**src/rtl/syndrome_bist.sv**
```systemverilog
module syndrome_bist #(
  parameter int N = 4,
  localparam int KW = N + 1
) (
  input  logic          clk,
  input  logic          rst_n,
  input  logic          start,
  input  logic [KW-1:0] expect_k,
  input  logic          resp,
  output logic [N-1:0]  vec,
  output logic          busy,
  output logic          done,
  output logic          pass,
  output logic [KW-1:0] k_count
);

  typedef enum logic [1:0] {IDLE, RUN, FIN} st_t;

  st_t           st_q;
  logic [N-1:0]  vec_q;
  logic [KW-1:0] cnt_q;
  logic          smp_q, done_q, pass_q;

  wire [KW-1:0] cnt_nxt = cnt_q + {{N{1'b0}}, resp};
  wire          go      = start && !busy;

  assign busy    = (st_q == RUN) || smp_q;
  assign vec     = vec_q;
  assign done    = done_q;
  assign pass    = pass_q;
  assign k_count = cnt_q;

  always_ff @(posedge clk) begin
    if (!rst_n) begin
      st_q   <= IDLE;
      vec_q  <= '0;
      cnt_q  <= '0;
      smp_q  <= 1'b0;
      done_q <= 1'b0;
      pass_q <= 1'b0;
    end else begin
      smp_q <= (st_q == RUN);
      if (smp_q) cnt_q <= cnt_nxt;
      case (st_q)
        RUN: begin
          vec_q <= vec_q + 1'b1;
          if (&vec_q) st_q <= FIN;
        end
        default: begin
          if (smp_q) begin
            done_q <= 1'b1;
            pass_q <= (cnt_nxt == expect_k);
          end
          if (go) begin
            st_q   <= RUN;
            vec_q  <= '0;
            cnt_q  <= '0;
            done_q <= 1'b0;
            pass_q <= 1'b0;
          end
        end
      endcase
    end
  end

  assert_start_R2: assert property (@(posedge clk) disable iff (!rst_n)
    (start && !busy) |=> (busy && !done && !pass && vec == '0));

  assert_vec_step_R3: assert property (@(posedge clk) disable iff (!rst_n)
    (st_q == RUN) |=> (vec == N'($past(vec) + 1'b1)));

  assert_no_overflow_R5: assert property (@(posedge clk) disable iff (!rst_n)
    k_count <= (KW'(1) << N));

  assert_done_busy_R6: assert property (@(posedge clk) disable iff (!rst_n)
    !(done && busy));

  assert_hold_R8: assert property (@(posedge clk) disable iff (!rst_n)
    (done && !start) |=> (done && $stable(pass) && $stable(k_count)));

  assert_busy_start_R9: assert property (@(posedge clk) disable iff (!rst_n)
    (busy && smp_q && st_q == RUN) |=> busy);

endmodule

```
**config.mk**
```make
export PLATFORM = sky130hd
export DESIGN_NAME = syndrome_bist
export DESIGN_NICKNAME = d
export VERILOG_FILES = /design/src/rtl/syndrome_bist.sv
export SDC_FILE = /design/constraint.sdc
export NUM_CORES = 1
export LEC_CHECK = 0
export ABC_AREA = 1
export CELL_PAD_IN_SITES_DETAIL_PLACEMENT = 1
export CELL_PAD_IN_SITES_GLOBAL_PLACEMENT = 1
export CORE_UTILIZATION = 33
export DETAILED_ROUTE_END_ITERATION = 10
export HOLD_SLACK_MARGIN = 0.12
export PLACE_DENSITY = 0.82
export REMOVE_ABC_BUFFERS = 1
export SLEW_MARGIN = 0
export SYNTH_ARGS = -nofsm -noshare
export SYNTH_HDL_FRONTEND = slang
export SYNTH_SLANG_ARGS = --single-unit
```
**constraint.sdc**
```tcl
create_clock -name clk -period 1.9 [get_ports clk]
set_input_delay 0.38 -clock clk [delete_from_list [all_inputs] [get_ports clk]]
set_output_delay 0.38 -clock clk [all_outputs]
set_load 0.05 [all_outputs]
```
After elaboration in Yosys (flattened, before gate mapping)

Cells that the tools add are included.

Flip-flop bits (word level): 14
Input bits: 9

Add/subtract/negate cells: 2
Equality and inequality tests: 3
Muxes and demuxes: 12
Bitwise operators: 1
Reduce and logical (&&, ||, !) cells: 8

Operators with widths:

| cell                                                             | number |
|---|---|
| 5-bit 2-to-1 mux                                                 | 3 |
| 4-bit 2-to-1 mux                                                 | 2 |
| 2-bit 2-to-1 mux                                                 | 3 |
| 5-bit by 1-bit adder with 5-bit output                           | 1 |
| 5-bit == test                                                    | 1 |
| 4-bit by 1-bit adder with 4-bit output (second input constant)   | 1 |
| 1-bit 2-to-1 mux                                                 | 4 |
| 2-bit AND reduction                                              | 2 |
| 4-bit AND reduction                                              | 1 |
| 2-bit nonzero test                                               | 2 |
| 2-bit by 1-bit == test with 1-bit output (second input constant) | 1 |
| 2-bit by 1-bit != test with 1-bit output (second input constant) | 1 |
| 1-bit logical AND                                                | 1 |
| 1-bit logical NOT                                                | 1 |
| 1-bit logical OR                                                 | 1 |
| 1-bit inverter                                                   | 1 |

Longest topological paths before layout

Word-level depth: 6
Gate-level depth with buffers: 10

Worst setup path after synthesis

OpenSTA, ideal clock, no wires.

Kind: flip-flop to flip-flop
From: register cnt_q[0], in the netlist k_count[0]
To: register pass_q, in the netlist pass
Library setup time: 0.066 ns
Data arrival time: 1.697 ns
Data required time: 1.834 ns
Slack: 0.137 ns
Cell stages (with the launch flop): 8
Clock period less this slack: 1.763 ns
Cells stage by stage: dfxtp_1 > ha_1 > ha_1 > xnor2_1 > nand3_2 > nor2_2 > nand3_1 > a21oi_2

Cells in the longest elaborated chain, start to end: 4

RTL lines:

| element                                | RTL line | text |
|---|---|---|
| start, declared                        | 21       | `logic [KW-1:0] cnt_q;` |
| start signal, assigned                 | 43       | `if (smp_q) cnt_q <= cnt_nxt;` |
| 5-bit by 1-bit adder with 5-bit output | 24       | `wire [KW-1:0] cnt_nxt = cnt_q + {{N{1'b0}}, resp};` |
| 5-bit == test                          | 52       | `pass_q <= (cnt_nxt == expect_k);` |
| 1-bit 2-to-1 mux                       | 50       | `if (smp_q) begin` |
| 1-bit 2-to-1 mux                       | 54       | `if (go) begin` |
| end signal, assigned                   | 52       |  |
| end, declared                          | 22       | `logic smp_q, done_q, pass_q;` |

Every way passes these cells. The select of a mux whose other input is x is not followed.
A chain may end at the register's enable or synchronous reset.

Worst setup path in the final report

From: register cnt_q[4], in the netlist k_count[4]
To: output k_count[4]

RTL lines:

| element       | RTL line | text |
|---|---|---|
| end, declared | 14       | `output logic [KW-1:0] k_count` |

No word-level cell between the ends.

==> results.toml <==
[sta]
finalHoldViolCount = 0
final.min_clock_period_ns = 1.82
drv_slew = 0
relSlewSlack_pct = 67.2
worst_slew_pin_slew_ns = 0.490
post-route-period-util_pct = 95.8
max_freq_mhz = 550
setup_violations = 0
rsz0062_at_grt = "false"
fin_skew_ns = 0.00232

[finish]
area.sequential_um2 = 280
fin_cells = 154
design_area_mm2 = 0.00104
multi_input_area_um2 = 433
nets = 139
layout-drive-gt1-share_pct = 23.8
area_delta_synth_final_pct = 34.7
n_antenna_cell = 0
nFillCells = 301

[yosys]
synth_edf_count = 0
synth_top_area_share_pct = 36.1
yosysTopAreaCell = "dfxtp_1"
syn_area_um2 = 776
yosysSeqAreaShare_pct = 36.1
ys_ff_latch = 14
synthArstFlopShare_pct = 0
synth_cells = 101
syn_avg_cell_area_um2 = 7.68
synth_ff_type = "dfxtp_1"
synthTopCellsByArea = "dfxtp_1 (36%), nand2_1 (9.7%), a21oi_1 (6.5%)"
synth_cell_types = 24
synth-warning-count = 0

[placement]
dp_hpwl_um = 1520
place_congestion = 0.754
placed_area_mm2 = 0.00101
dpl.cell_count = 150
port_buffers = 20

[cts]
root_buffer = "clkbuf_4"
clock_latency_ns = 0.28
cts.path.max_buffers = 2
clkTransAtPathRegs_ns = 0.09
cts_resized = 0
htree_levels = 1
postCtsHoldBufs = 0
cts_tree = "done"
post-cts-setup-buffers = 0
clkSinkCount = 14
numCtsBuffers = 3

[drt]
routed_wl_um = 1950
drt-vias-per-instance = 4.96
drc = 0
ant_nets = 0
routedWlPerCell_um = 12.7
drt-initial-drc-count = 7
firstDrtPassIters = 3
dr_total_vias = 764

[worst_setup_path]
r2r_setup_slack_ns = 0.41
worstReg2RegStart = "k_count[0]$_SDFF_PN0_"
reg2reg_depth = 10
worstPathArrival_ns = 1.44
endpoint_kind = "primary output"
startpoint = "k_count[4]$_SDFF_PN0_"
crit_family = "buffers and inverters"
timing.rr.end = "pass$_SDFFE_PN0P_"
criticalPathCategory = "reg2out"
critPathSlowestCell = "clkdlybuf4s50_1"
critPathBufInv = 1
max_stage_delay_ns = 0.80
cp-start-kind = "flip-flop"
timing.critical_path.cells = "clkdlybuf4s50_1"
crit_required_ns = 1.52
path_max_fanout = 3

[global_routing]
grt_pass1_wl_um = 3420
grtUsageTotal_pct = 17.9
grt-ovfl-total = 0
grt_start_max_net_pins = 11
antenna_found_initial = 0
grt_pass1_vias = 791

[hold_path]
min_path_type = "reg2reg"
min_from = "st_q[0]$_SDFFE_PN0P_"
whs_endpoint = "st_q[0]$_SDFFE_PN0P_"
min_path_cells = 2

[floorplan]
start_util_pct = 35.1
row_count = 17
die_x_um = 50.5
fp.dieH_um = 50.5
pin_count = 21
core_area_mm2 = 0.00221
fp.dieArea_mm2 = 0.00255

[run]
maxCapViolCount = 0

[power]
max-vdd-ir-drop_v = 0.000359
p_per_area_mw_per_mm2 = 664
p_leak_nw = 0.436

[outcome]
outcome = "completed"
==> layer usage <==
metal / global-route usage (%) / routed length [um] / up-vias
li1: - / - / 385
met1: 19.6 / 863 / 360
met2: 32.7 / 1010 / 15
met3: 3.94 / 53 / 4
met4: 7.87 / 25 / 0
met5: 0 / 0 / -
==> where the power goes <==
group	internal [mW]	total, mW	switching, mW
combinational	0.0631	0.162	0.0993
sequential	0.304	0.314	0.0103
clock	0.117	0.217	0.100
total	0.483	0.693	0.210
==> layout make-up <==
class                           count  share of cell area (%)
Clock buffer                        4                    3.47
Multi-Input combinational cell     72                    41.4
Inverter                           14                    5.27
Sequential cell                    14                    26.8
Tap cell                           28                    3.35
Timing Repair Buffer               22                    19.6
==> placed cells by master (no fill, tap or decap) <==
cell type,netlist,layout
nand2_1,20,20
dfxtp_1,14,14
inv_1,11,11
clkdlybuf4s50_1,0,11
a21oi_1,10,10
buf_4,1,10
nand3_1,8,8
nor2_1,6,6
nand4_1,4,4
o21ai_0,3,3
ha_1,3,3
clkbuf_4,0,3
nor2_4,2,2
inv_2,2,2
nand2_2,2,2
a211oi_2,2,2
nand3b_1,2,2
xnor2_1,2,2
a21oi_2,2,2
inv_4,1,1
nand3_4,1,1
nand2_4,1,1
nand3_2,1,1
nor2_2,1,1
nor3_1,1,1
a22oi_1,1,1
clkbuf_8,0,1
buf_12,0,1
==> synthesized netlist by cell type (2+ instances only) <==
master	n
o21ai_0	3
nor2_1	6
nand4_1	4
inv_1	11
nand3b_1	2
a211oi_2	2
xnor2_1	2
ha_1	3
a21oi_2	2
nor2_4	2
inv_2	2
nand2_1	20
nand2_2	2
dfxtp_1	14
nand3_1	8
a21oi_1	10
==> worst max path at each step <==
stage	to	slack [ns]	cells after the start
finish	k_count[4]	0.08	1
global route	k_count[4]	0.04	1
CTS	k_count[4]	0.07	1
detailed placement	pass$_SDFFE_PN0P_	-0.09	11
global placement	pass$_SDFFE_PN0P_	-0.02	8
floorplan	pass$_SDFFE_PN0P_	0.14	7
==> flip-flops by register name, indices dropped and copies added, names as in the netlist <==
name     count
k_count      5
st_q         2
vec          4
pass         1
smp_q        1
done         1
==> through the flow <==
step / utilization [%] / hold slack (ns) / setup TNS [ns] / total power [mW] / setup slack, ns
global route: 47.2 / 0.519 / 0 / 0.737 / 0.0383
CTS: 47.2 / 0.477 / 0 / 0.704 / 0.0685
global placement: 45.6 / 0.452 / -0.0176 / 0.482 / -0.0176
floorplan: - / 0.441 / 0 / 0.423 / 0.137
detailed placement: 45.6 / 0.463 / -0.0906 / 0.485 / -0.0906
finish: 47.2 / 0.469 / 0 / 0.693 / 0.0806
==> tightest hold or removal path, cell delays in order, from the launching register on <==
cell     delay (ns)
dfxtp_1        0.32
nand2_1        0.06
a21oi_1        0.05
==> cell families (layout without fill, tap and decap cells) <==
| kind of cell | count (synthesis) | after routing | synth area share (%) |
|---|---|---|---|
| buffers and inverters | 15 | 40 | 8.07 |
| adder cells (fa/ha/maj) | 3 | 3 | 4.84 |
| AND/OR/NAND/NOR | 49 | 49 | 33.9 |
| XOR/XNOR | 2 | 2 | 2.26 |
| AO/OA/AOI/OAI | 18 | 18 | 14.8 |
| flip-flops | 14 | 14 | 36.1 |
Power figures use the tool's default switching activity.
